### src/rtl/moesi_pkg.sv
// Package: shared types and snoop transition helpers for the line controller.
// Assumes a five-state encoding where 0 is invalid; bus and snoop commands
// share one 2-bit encoding.
package moesi_pkg;

    typedef enum logic [2:0] {
        LN_INV = 3'd0,
        LN_SHR = 3'd1,
        LN_EXC = 3'd2,
        LN_OWN = 3'd3,
        LN_MOD = 3'd4
    } line_st_e;

    typedef enum logic [1:0] {
        BC_NONE = 2'd0,
        BC_READ = 2'd1,
        BC_RFO  = 2'd2,
        BC_INV  = 2'd3
    } bus_cmd_e;

    typedef enum logic {
        PH_IDLE = 1'b0,
        PH_WAIT = 1'b1
    } req_ph_e;

    // State a hit line takes after a snoop of the given kind.
    function automatic line_st_e snoop_next(input line_st_e cur, input logic [1:0] cmd);
        line_st_e nxt;
        nxt = cur;
        case (cmd)
            BC_READ: begin
                if (cur == LN_MOD) nxt = LN_OWN;
                else if (cur == LN_EXC) nxt = LN_SHR;
            end
            BC_RFO, BC_INV: nxt = LN_INV;
            default: nxt = cur;
        endcase
        return nxt;
    endfunction

    // True when this cache holds the only current data and the snoop wants it.
    function automatic logic snoop_gives_data(input line_st_e cur, input logic [1:0] cmd);
        return ((cmd == BC_READ) || (cmd == BC_RFO)) &&
               ((cur == LN_MOD) || (cur == LN_OWN));
    endfunction

    // True when evicting a line in this state needs a writeback.
    function automatic logic is_dirty(input line_st_e cur);
        return (cur == LN_MOD) || (cur == LN_OWN);
    endfunction

endpackage

### src/rtl/moesi_line_store.sv
// Line store: per-entry tag and coherence state registers.
// Two combinational read ports (local side, snoop side) and one write port.
// Assumes the caller resolves write conflicts before the write port.
module moesi_line_store
    import moesi_pkg::*;
#(
    parameter int NUM_LINES = 8,
    parameter int TAG_W     = 4,
    localparam int IDX_W    = $clog2(NUM_LINES),
    localparam int ST_W     = 3
) (
    input  logic             clk,
    input  logic             rst_n,
    input  logic [IDX_W-1:0] rd_a_idx,
    output line_st_e         rd_a_state,
    output logic [TAG_W-1:0] rd_a_tag,
    input  logic [IDX_W-1:0] rd_b_idx,
    output line_st_e         rd_b_state,
    output logic [TAG_W-1:0] rd_b_tag,
    input  logic             wr_en,
    input  logic [IDX_W-1:0] wr_idx,
    input  line_st_e         wr_state,
    input  logic [TAG_W-1:0] wr_tag
);

    logic [NUM_LINES*ST_W-1:0]  st_flat;
    logic [NUM_LINES*TAG_W-1:0] tag_flat;

    for (genvar g = 0; g < NUM_LINES; g++) begin : g_entry
        line_st_e         st_q;
        logic [TAG_W-1:0] tag_q;
        logic             hit_wr;

        assign hit_wr = wr_en && (wr_idx == IDX_W'(g));

        // Entry register: clears to invalid, loads on a matching write.
        always_ff @(posedge clk) begin
            if (!rst_n) begin
                st_q  <= LN_INV;
                tag_q <= '0;
            end else if (hit_wr) begin
                st_q  <= wr_state;
                tag_q <= wr_tag;
            end
        end

        assign st_flat[g*ST_W +: ST_W]    = st_q;
        assign tag_flat[g*TAG_W +: TAG_W] = tag_q;
    end

    // Read ports: select the indexed entry for each side.
    always_comb begin
        rd_a_state = line_st_e'(st_flat[rd_a_idx*ST_W +: ST_W]);
        rd_a_tag   = tag_flat[rd_a_idx*TAG_W +: TAG_W];
        rd_b_state = line_st_e'(st_flat[rd_b_idx*ST_W +: ST_W]);
        rd_b_tag   = tag_flat[rd_b_idx*TAG_W +: TAG_W];
    end

endmodule

### src/rtl/moesi_snoop_unit.sv
// Snoop unit: decides the response to a snooped bus request for one line.
// Purely combinational; assumes the line read matches the snoop index.
module moesi_snoop_unit
    import moesi_pkg::*;
#(
    parameter int TAG_W = 4
) (
    input  logic             snoop_valid,
    input  logic [1:0]       snoop_cmd,
    input  logic [TAG_W-1:0] snoop_tag,
    input  line_st_e         line_state,
    input  logic [TAG_W-1:0] line_tag,
    output logic             hit,
    output logic             supply,
    output line_st_e         next_state
);

    // Hit detection and response for the indexed line.
    always_comb begin
        hit        = snoop_valid && (snoop_cmd != BC_NONE) &&
                     (line_state != LN_INV) && (line_tag == snoop_tag);
        supply     = hit && snoop_gives_data(line_state, snoop_cmd);
        next_state = hit ? snoop_next(line_state, snoop_cmd) : line_state;
    end

endmodule

### src/rtl/moesi_req_fsm.sv
// Request sequencer: serves local reads and writes against the indexed line.
// Hits needing no bus traffic finish in the accept cycle; others raise one
// bus request and wait for a grant. Assumes cpu_req_* is held until cpu_done
// and that bus_grant never coincides with snoop_valid.
module moesi_req_fsm
    import moesi_pkg::*;
#(
    parameter int TAG_W  = 4,
    parameter int IDX_W  = 3,
    localparam int ADDR_W = TAG_W + IDX_W
) (
    input  logic              clk,
    input  logic              rst_n,
    input  logic              cpu_req_valid,
    input  logic              cpu_req_write,
    input  logic [ADDR_W-1:0] cpu_req_addr,
    input  line_st_e          line_state,
    input  logic [TAG_W-1:0]  line_tag,
    input  logic              snoop_valid,
    input  logic [1:0]        snoop_cmd,
    input  logic [ADDR_W-1:0] snoop_addr,
    input  logic              bus_grant,
    input  logic              bus_shared_in,
    output logic              cpu_done,
    output logic              wb_req,
    output logic [ADDR_W-1:0] wb_addr,
    output logic              bus_req_valid,
    output logic [1:0]        bus_req_cmd,
    output logic [ADDR_W-1:0] bus_req_addr,
    output logic              lw_en,
    output logic [IDX_W-1:0]  lw_idx,
    output line_st_e          lw_state,
    output logic [TAG_W-1:0]  lw_tag
);

    req_ph_e           ph_q;
    bus_cmd_e          pend_cmd_q;
    logic [ADDR_W-1:0] pend_addr_q;

    logic [IDX_W-1:0]  req_idx;
    logic [TAG_W-1:0]  req_tag;
    logic              accept;
    logic              tag_hit;
    logic              go_bus;
    bus_cmd_e          new_cmd;
    logic              downgrade;

    assign req_idx = cpu_req_addr[IDX_W-1:0];
    assign req_tag = cpu_req_addr[ADDR_W-1:IDX_W];

    // Lookup and accept decision for a local access.
    always_comb begin
        tag_hit = (line_state != LN_INV) && (line_tag == req_tag);
        accept  = (ph_q == PH_IDLE) && cpu_req_valid && !snoop_valid;
    end

    // Per-cycle outputs and the local write into the line store.
    always_comb begin
        cpu_done = 1'b0;
        wb_req   = 1'b0;
        wb_addr  = {line_tag, req_idx};
        go_bus   = 1'b0;
        new_cmd  = BC_READ;
        lw_en    = 1'b0;
        lw_idx   = req_idx;
        lw_state = LN_INV;
        lw_tag   = req_tag;
        if (accept) begin
            if (!cpu_req_write && tag_hit) begin
                cpu_done = 1'b1;
            end else if (cpu_req_write && tag_hit &&
                         (line_state == LN_MOD || line_state == LN_EXC)) begin
                cpu_done = 1'b1;
                if (line_state == LN_EXC) begin
                    lw_en    = 1'b1;
                    lw_state = LN_MOD;
                end
            end else begin
                go_bus = 1'b1;
                if (!cpu_req_write)  new_cmd = BC_READ;
                else if (tag_hit)    new_cmd = BC_INV;
                else                 new_cmd = BC_RFO;
                if (line_state != LN_INV && !tag_hit) begin
                    lw_en    = 1'b1;
                    lw_state = LN_INV;
                    lw_tag   = line_tag;
                    wb_req   = is_dirty(line_state);
                end
            end
        end else if (ph_q == PH_WAIT && bus_grant) begin
            cpu_done = 1'b1;
            lw_en    = 1'b1;
            lw_idx   = pend_addr_q[IDX_W-1:0];
            lw_tag   = pend_addr_q[ADDR_W-1:IDX_W];
            if (pend_cmd_q == BC_READ) lw_state = bus_shared_in ? LN_SHR : LN_EXC;
            else                       lw_state = LN_MOD;
        end
    end

    // Detect a snoop that kills the copy a pending upgrade relies on.
    always_comb begin
        downgrade = (ph_q == PH_WAIT) && (pend_cmd_q == BC_INV) && snoop_valid &&
                    ((snoop_cmd == BC_RFO) || (snoop_cmd == BC_INV)) &&
                    (snoop_addr == pend_addr_q);
    end

    // Phase and pending request registers.
    always_ff @(posedge clk) begin
        if (!rst_n) begin
            ph_q        <= PH_IDLE;
            pend_cmd_q  <= BC_NONE;
            pend_addr_q <= '0;
        end else if (ph_q == PH_IDLE) begin
            if (go_bus) begin
                ph_q        <= PH_WAIT;
                pend_cmd_q  <= new_cmd;
                pend_addr_q <= cpu_req_addr;
            end
        end else begin
            if (bus_grant) begin
                ph_q       <= PH_IDLE;
                pend_cmd_q <= BC_NONE;
            end else if (downgrade) begin
                pend_cmd_q <= BC_RFO;
            end
        end
    end

    // Bus request outputs come straight from the pending registers.
    always_comb begin
        bus_req_valid = (ph_q == PH_WAIT);
        bus_req_cmd   = pend_cmd_q;
        bus_req_addr  = pend_addr_q;
    end

endmodule

### src/rtl/moesi_line_ctrl.sv
// Top: five-state coherence controller for a directly indexed cache.
// Joins the line store, snoop unit and request sequencer; a snoop update
// wins the single write port (the sequencer never writes in a snoop cycle).
module moesi_line_ctrl
    import moesi_pkg::*;
#(
    parameter int NUM_LINES = 8,
    parameter int TAG_W     = 4,
    localparam int IDX_W    = $clog2(NUM_LINES),
    localparam int ADDR_W   = TAG_W + IDX_W
) (
    input  logic              clk,
    input  logic              rst_n,
    input  logic              cpu_req_valid,
    input  logic              cpu_req_write,
    input  logic [ADDR_W-1:0] cpu_req_addr,
    output logic              cpu_done,
    output logic              wb_req,
    output logic [ADDR_W-1:0] wb_addr,
    output logic              bus_req_valid,
    output logic [1:0]        bus_req_cmd,
    output logic [ADDR_W-1:0] bus_req_addr,
    input  logic              bus_grant,
    input  logic              bus_shared_in,
    input  logic              snoop_valid,
    input  logic [1:0]        snoop_cmd,
    input  logic [ADDR_W-1:0] snoop_addr,
    output logic              snoop_supply,
    output logic              snoop_shared
);

    line_st_e         a_state, b_state, snp_next, lw_state, wr_state;
    logic [TAG_W-1:0] a_tag, b_tag, lw_tag, wr_tag;
    logic [IDX_W-1:0] lw_idx, wr_idx;
    logic             lw_en, snp_hit, wr_en;

    moesi_line_store #(
        .NUM_LINES (NUM_LINES),
        .TAG_W     (TAG_W)
    ) store_i (
        .clk        (clk),
        .rst_n      (rst_n),
        .rd_a_idx   (cpu_req_addr[IDX_W-1:0]),
        .rd_a_state (a_state),
        .rd_a_tag   (a_tag),
        .rd_b_idx   (snoop_addr[IDX_W-1:0]),
        .rd_b_state (b_state),
        .rd_b_tag   (b_tag),
        .wr_en      (wr_en),
        .wr_idx     (wr_idx),
        .wr_state   (wr_state),
        .wr_tag     (wr_tag)
    );

    moesi_snoop_unit #(
        .TAG_W (TAG_W)
    ) snoop_i (
        .snoop_valid (snoop_valid),
        .snoop_cmd   (snoop_cmd),
        .snoop_tag   (snoop_addr[ADDR_W-1:IDX_W]),
        .line_state  (b_state),
        .line_tag    (b_tag),
        .hit         (snp_hit),
        .supply      (snoop_supply),
        .next_state  (snp_next)
    );

    moesi_req_fsm #(
        .TAG_W (TAG_W),
        .IDX_W (IDX_W)
    ) fsm_i (
        .clk           (clk),
        .rst_n         (rst_n),
        .cpu_req_valid (cpu_req_valid),
        .cpu_req_write (cpu_req_write),
        .cpu_req_addr  (cpu_req_addr),
        .line_state    (a_state),
        .line_tag      (a_tag),
        .snoop_valid   (snoop_valid),
        .snoop_cmd     (snoop_cmd),
        .snoop_addr    (snoop_addr),
        .bus_grant     (bus_grant),
        .bus_shared_in (bus_shared_in),
        .cpu_done      (cpu_done),
        .wb_req        (wb_req),
        .wb_addr       (wb_addr),
        .bus_req_valid (bus_req_valid),
        .bus_req_cmd   (bus_req_cmd),
        .bus_req_addr  (bus_req_addr),
        .lw_en         (lw_en),
        .lw_idx        (lw_idx),
        .lw_state      (lw_state),
        .lw_tag        (lw_tag)
    );

    // Write-port selection: snoop update first, local update otherwise.
    always_comb begin
        wr_en    = snp_hit || lw_en;
        wr_idx   = snp_hit ? snoop_addr[IDX_W-1:0] : lw_idx;
        wr_state = snp_hit ? snp_next : lw_state;
        wr_tag   = snp_hit ? b_tag : lw_tag;
    end

    assign snoop_shared = snp_hit;

endmodule

### config.mk
export PLATFORM = sky130hd
export DESIGN_NAME = moesi_line_ctrl
export DESIGN_NICKNAME = d
export VERILOG_FILES = /design/src/rtl/moesi_pkg.sv /design/src/rtl/moesi_line_store.sv /design/src/rtl/moesi_snoop_unit.sv /design/src/rtl/moesi_req_fsm.sv /design/src/rtl/moesi_line_ctrl.sv
export SDC_FILE = /design/constraint.sdc
export NUM_CORES = 1
export LEC_CHECK = 0
export ABC_CLOCK_PERIOD_IN_PS = 4400
export BUFFER_PORTS_ARGS = -buffer_cell sky130_fd_sc_hd__buf_2
export CELL_PAD_IN_SITES_DETAIL_PLACEMENT = 1
export CELL_PAD_IN_SITES_GLOBAL_PLACEMENT = 1
export CORE_MARGIN = 2
export CORE_UTILIZATION = 45
export CTS_BUF_LIST = sky130_fd_sc_hd__clkbuf_8
export CTS_CLUSTER_SIZE = 24
export DETAILED_ROUTE_END_ITERATION = 16
export PLACE_DENSITY = 0.88
export RECOVER_POWER = 50
export SLEW_MARGIN = 5
export SYNTH_ARGS = -nofsm -noshare
export SYNTH_HDL_FRONTEND = slang
export SYNTH_SLANG_ARGS = --single-unit
### constraint.sdc
create_clock -name clk -period 4.4 [get_ports clk]
set_input_delay 0.22 -clock clk [delete_from_list [all_inputs] [get_ports clk]]
set_output_delay 0.22 -clock clk [all_outputs]
set_load 0.01 [all_outputs]
==> results.ini <==
[run_status]
status=finished, final reports clean

[clock_network]
postCtsHoldBufs=0
cts_resized=0
cts_max_level=3
path_clk_slew_ps=80
cts_buffer_depth=2
cts_buffers=9
cts_setup_buffers=0
clk_latency_ps=370
clock-sinks=66
cts-root-buf=clkbuf_8
cts_tree=done

[routing]
drc=0
dr.max_layer_used=met4
route.met2.wl_um=7220
drtAntennaViolNets=0
wl_um=14600
met1_length_um=6020
wl_met3_um=979
vias_per_cell=6.28
first_iter_violations=441
vias=4016
wl_per_cell_um=22.9
firstDrtPassIters=5

[sta]
relSlewSlack_pct=29.0
period_minus_slack_ps=3940
setup_viol=0
hold_violations=0
maxSlewViolCount=0
period_share_pct=89.6
fmax_ghz=0.254
clock_skew_ps=6.03
rsz0062_at_grt=false
worst_pin_slew_ps=1060
tns_ps=0

[setup_path]
worstPathArrival_ps=4180
cp-end-kind=register
required_ps=4640
cp_max_fo=24
cp-start-kind=primary input
crit_type=primary input to register

[global_route]
grt_pass1_wl_um=23200
grt_pass1_vias=4171
antenna_found_initial=0
grt_start_max_net_pins=38
grtUsageTotal_pct=27.5
grt_overflow=0

[finish]
seq_area_um2=1320
nets=528
area.growth.synth_to_final_pct=8.52
multiInputGateArea_um2=2900
fillers=1157
diodes=0
drive_above_1_share_pct=20.4

[synth]
async_flop_share_pct=0
yosysMostFrequentCell=dfxtp_1
synth.distinct_cells=57
synth_largest_area_cell=dfxtp_1
synth_flop_cell=dfxtp_1
syn_inst=478
ys_top_cells_by_count=66 x dfxtp_1, 60 x mux2i_1, 59 x nand2_1
ys_warn_count=0
yosysSeqAreaShare_pct=29.4
synth_top_area_share_pct=29.4
avgSynthCellArea_um2=9.40
syn-num-nets=505
synth-seq-cells=66
synth_area_leaders=dfxtp_1 29%, mux2i_1 13%, mux4_2 10%
syn_area_um2=4490
synth-edff-count=0

[die]
io-pin-count=44
core_area_um2=9730
die_area_um2=10800
die_y_um=104
die_w_um=104
start_util_pct=46.2
num_rows=36

[power_and_ir_drop]
power_density_nw_per_um2=292
leakage_nw=1.83
vdd_drop_max_v=0.000201
p_total_mw=1.42

[min_path]
hold_path_class=primary input to register

[placement]
port_buffers=43
gp_congestion=0.883
dp_hpwl_um=10700

[job]
drv_cap=0

final timing paths:
| path | startpoint | end | slack [ps] | cells past startpoint |
|---|---|---|---|---|
| min | cpu_req_addr[5] | fsm_i.bus_req_addr[5]$_SDFFE_PN0P_ | 130 | 3 |
| min reg2reg | store_i.g_entry[3].st_q[1]$_SDFFE_PN0P_ | store_i.g_entry[3].st_q[1]$_SDFFE_PN0P_ | 490 | 2 |
| max | cpu_req_addr[2] | store_i.g_entry[5].tag_q[1]$_SDFFE_PN0P_ | 460 | 10 |
| max reg2reg | store_i.g_entry[2].tag_q[2]$_SDFFE_PN0P_ | store_i.g_entry[5].tag_q[1]$_SDFFE_PN0P_ | 640 | 9 |
critical path, cell delays in order:
cell	delay, ps
clkbuf_1	730
mux4_2	420
mux2i_1	220
clkbuf_1	250
xor2_1	120
and3_1	230
nand3_1	160
nand4_1	830
and2_1	600
a211oi_1	380
power breakdown:
part           internal [mW]  switching, mW
clock network          0.335          0.273
registers              0.604        0.00996
logic                 0.0685          0.133
total                   1.01          0.416
metrics by stage:
step / instance area (µm²) / hold slack (ps) / util (%) / std cells / worst slack [ps]
after floorplan: 4490 / 356 / - / 478 / 1780
after global placement: 4700 / 457 / 48.3 / 623 / 772
after detailed placement: 4700 / 468 / 48.3 / 623 / 543
after CTS: 4930 / 125 / 50.6 / 639 / 932
after global routing: 4880 / 145 / 50.1 / 639 / 402
final: 4880 / 131 / 50.1 / 639 / 458
registers in the layout (all words and copies together) (netlist names):
| register | cells |
|---|---|
| store_i.g_entry.tag_q | 32 |
| store_i.g_entry.st_q | 24 |
| fsm_i.bus_req_addr | 7 |
| fsm_i.bus_req_cmd | 2 |
| fsm_i.bus_req_valid | 1 |
placed cells by master, fill, tap and decap left out, types with 10 or more instances in the layout:
cell type and count:
clkbuf_1 18, clkbuf_8 10, a211oi_1 17, dfxtp_1 66, a21oi_1 33, buf_2 26
mux2i_1 60, o21ai_0 17, mux4_2 20, nand2_1 60, nor2_1 30
layer usage:
| metal | up-vias | GRT usage (%) |
|---|---|---|
| met1 | 2021 | 34.7 |
| li1 | 1793 | - |
| met5 | - | 0 |
| met2 | 166 | 45.6 |
| met4 | 0 | 12.5 |
| met3 | 36 | 5.20 |
kinds of logic after synthesis:
logic type                 after synthesis  synth area share, %
xor gates and xnor gates                14                 2.73
muxes                                   92                 27.4
buffers and inverters                   45                 5.46
and+or+nand+nor                        149                 16.5
AOI/OAI and AO/OA                      108                 17.3
adders and majority gates                4                 1.11
DFF                                     66                 29.4
cell type report:
cell class,instances,share of cell area [%]
timing repair buffer,48,4.62
tap,133,3.41
clock buffer,10,2.82
multi-input combinational,367,59.5
sequential,66,27.1
clock inverter,6,1.82
inverter,9,0.693
Note: power is estimated with default switching activity, not from simulation.
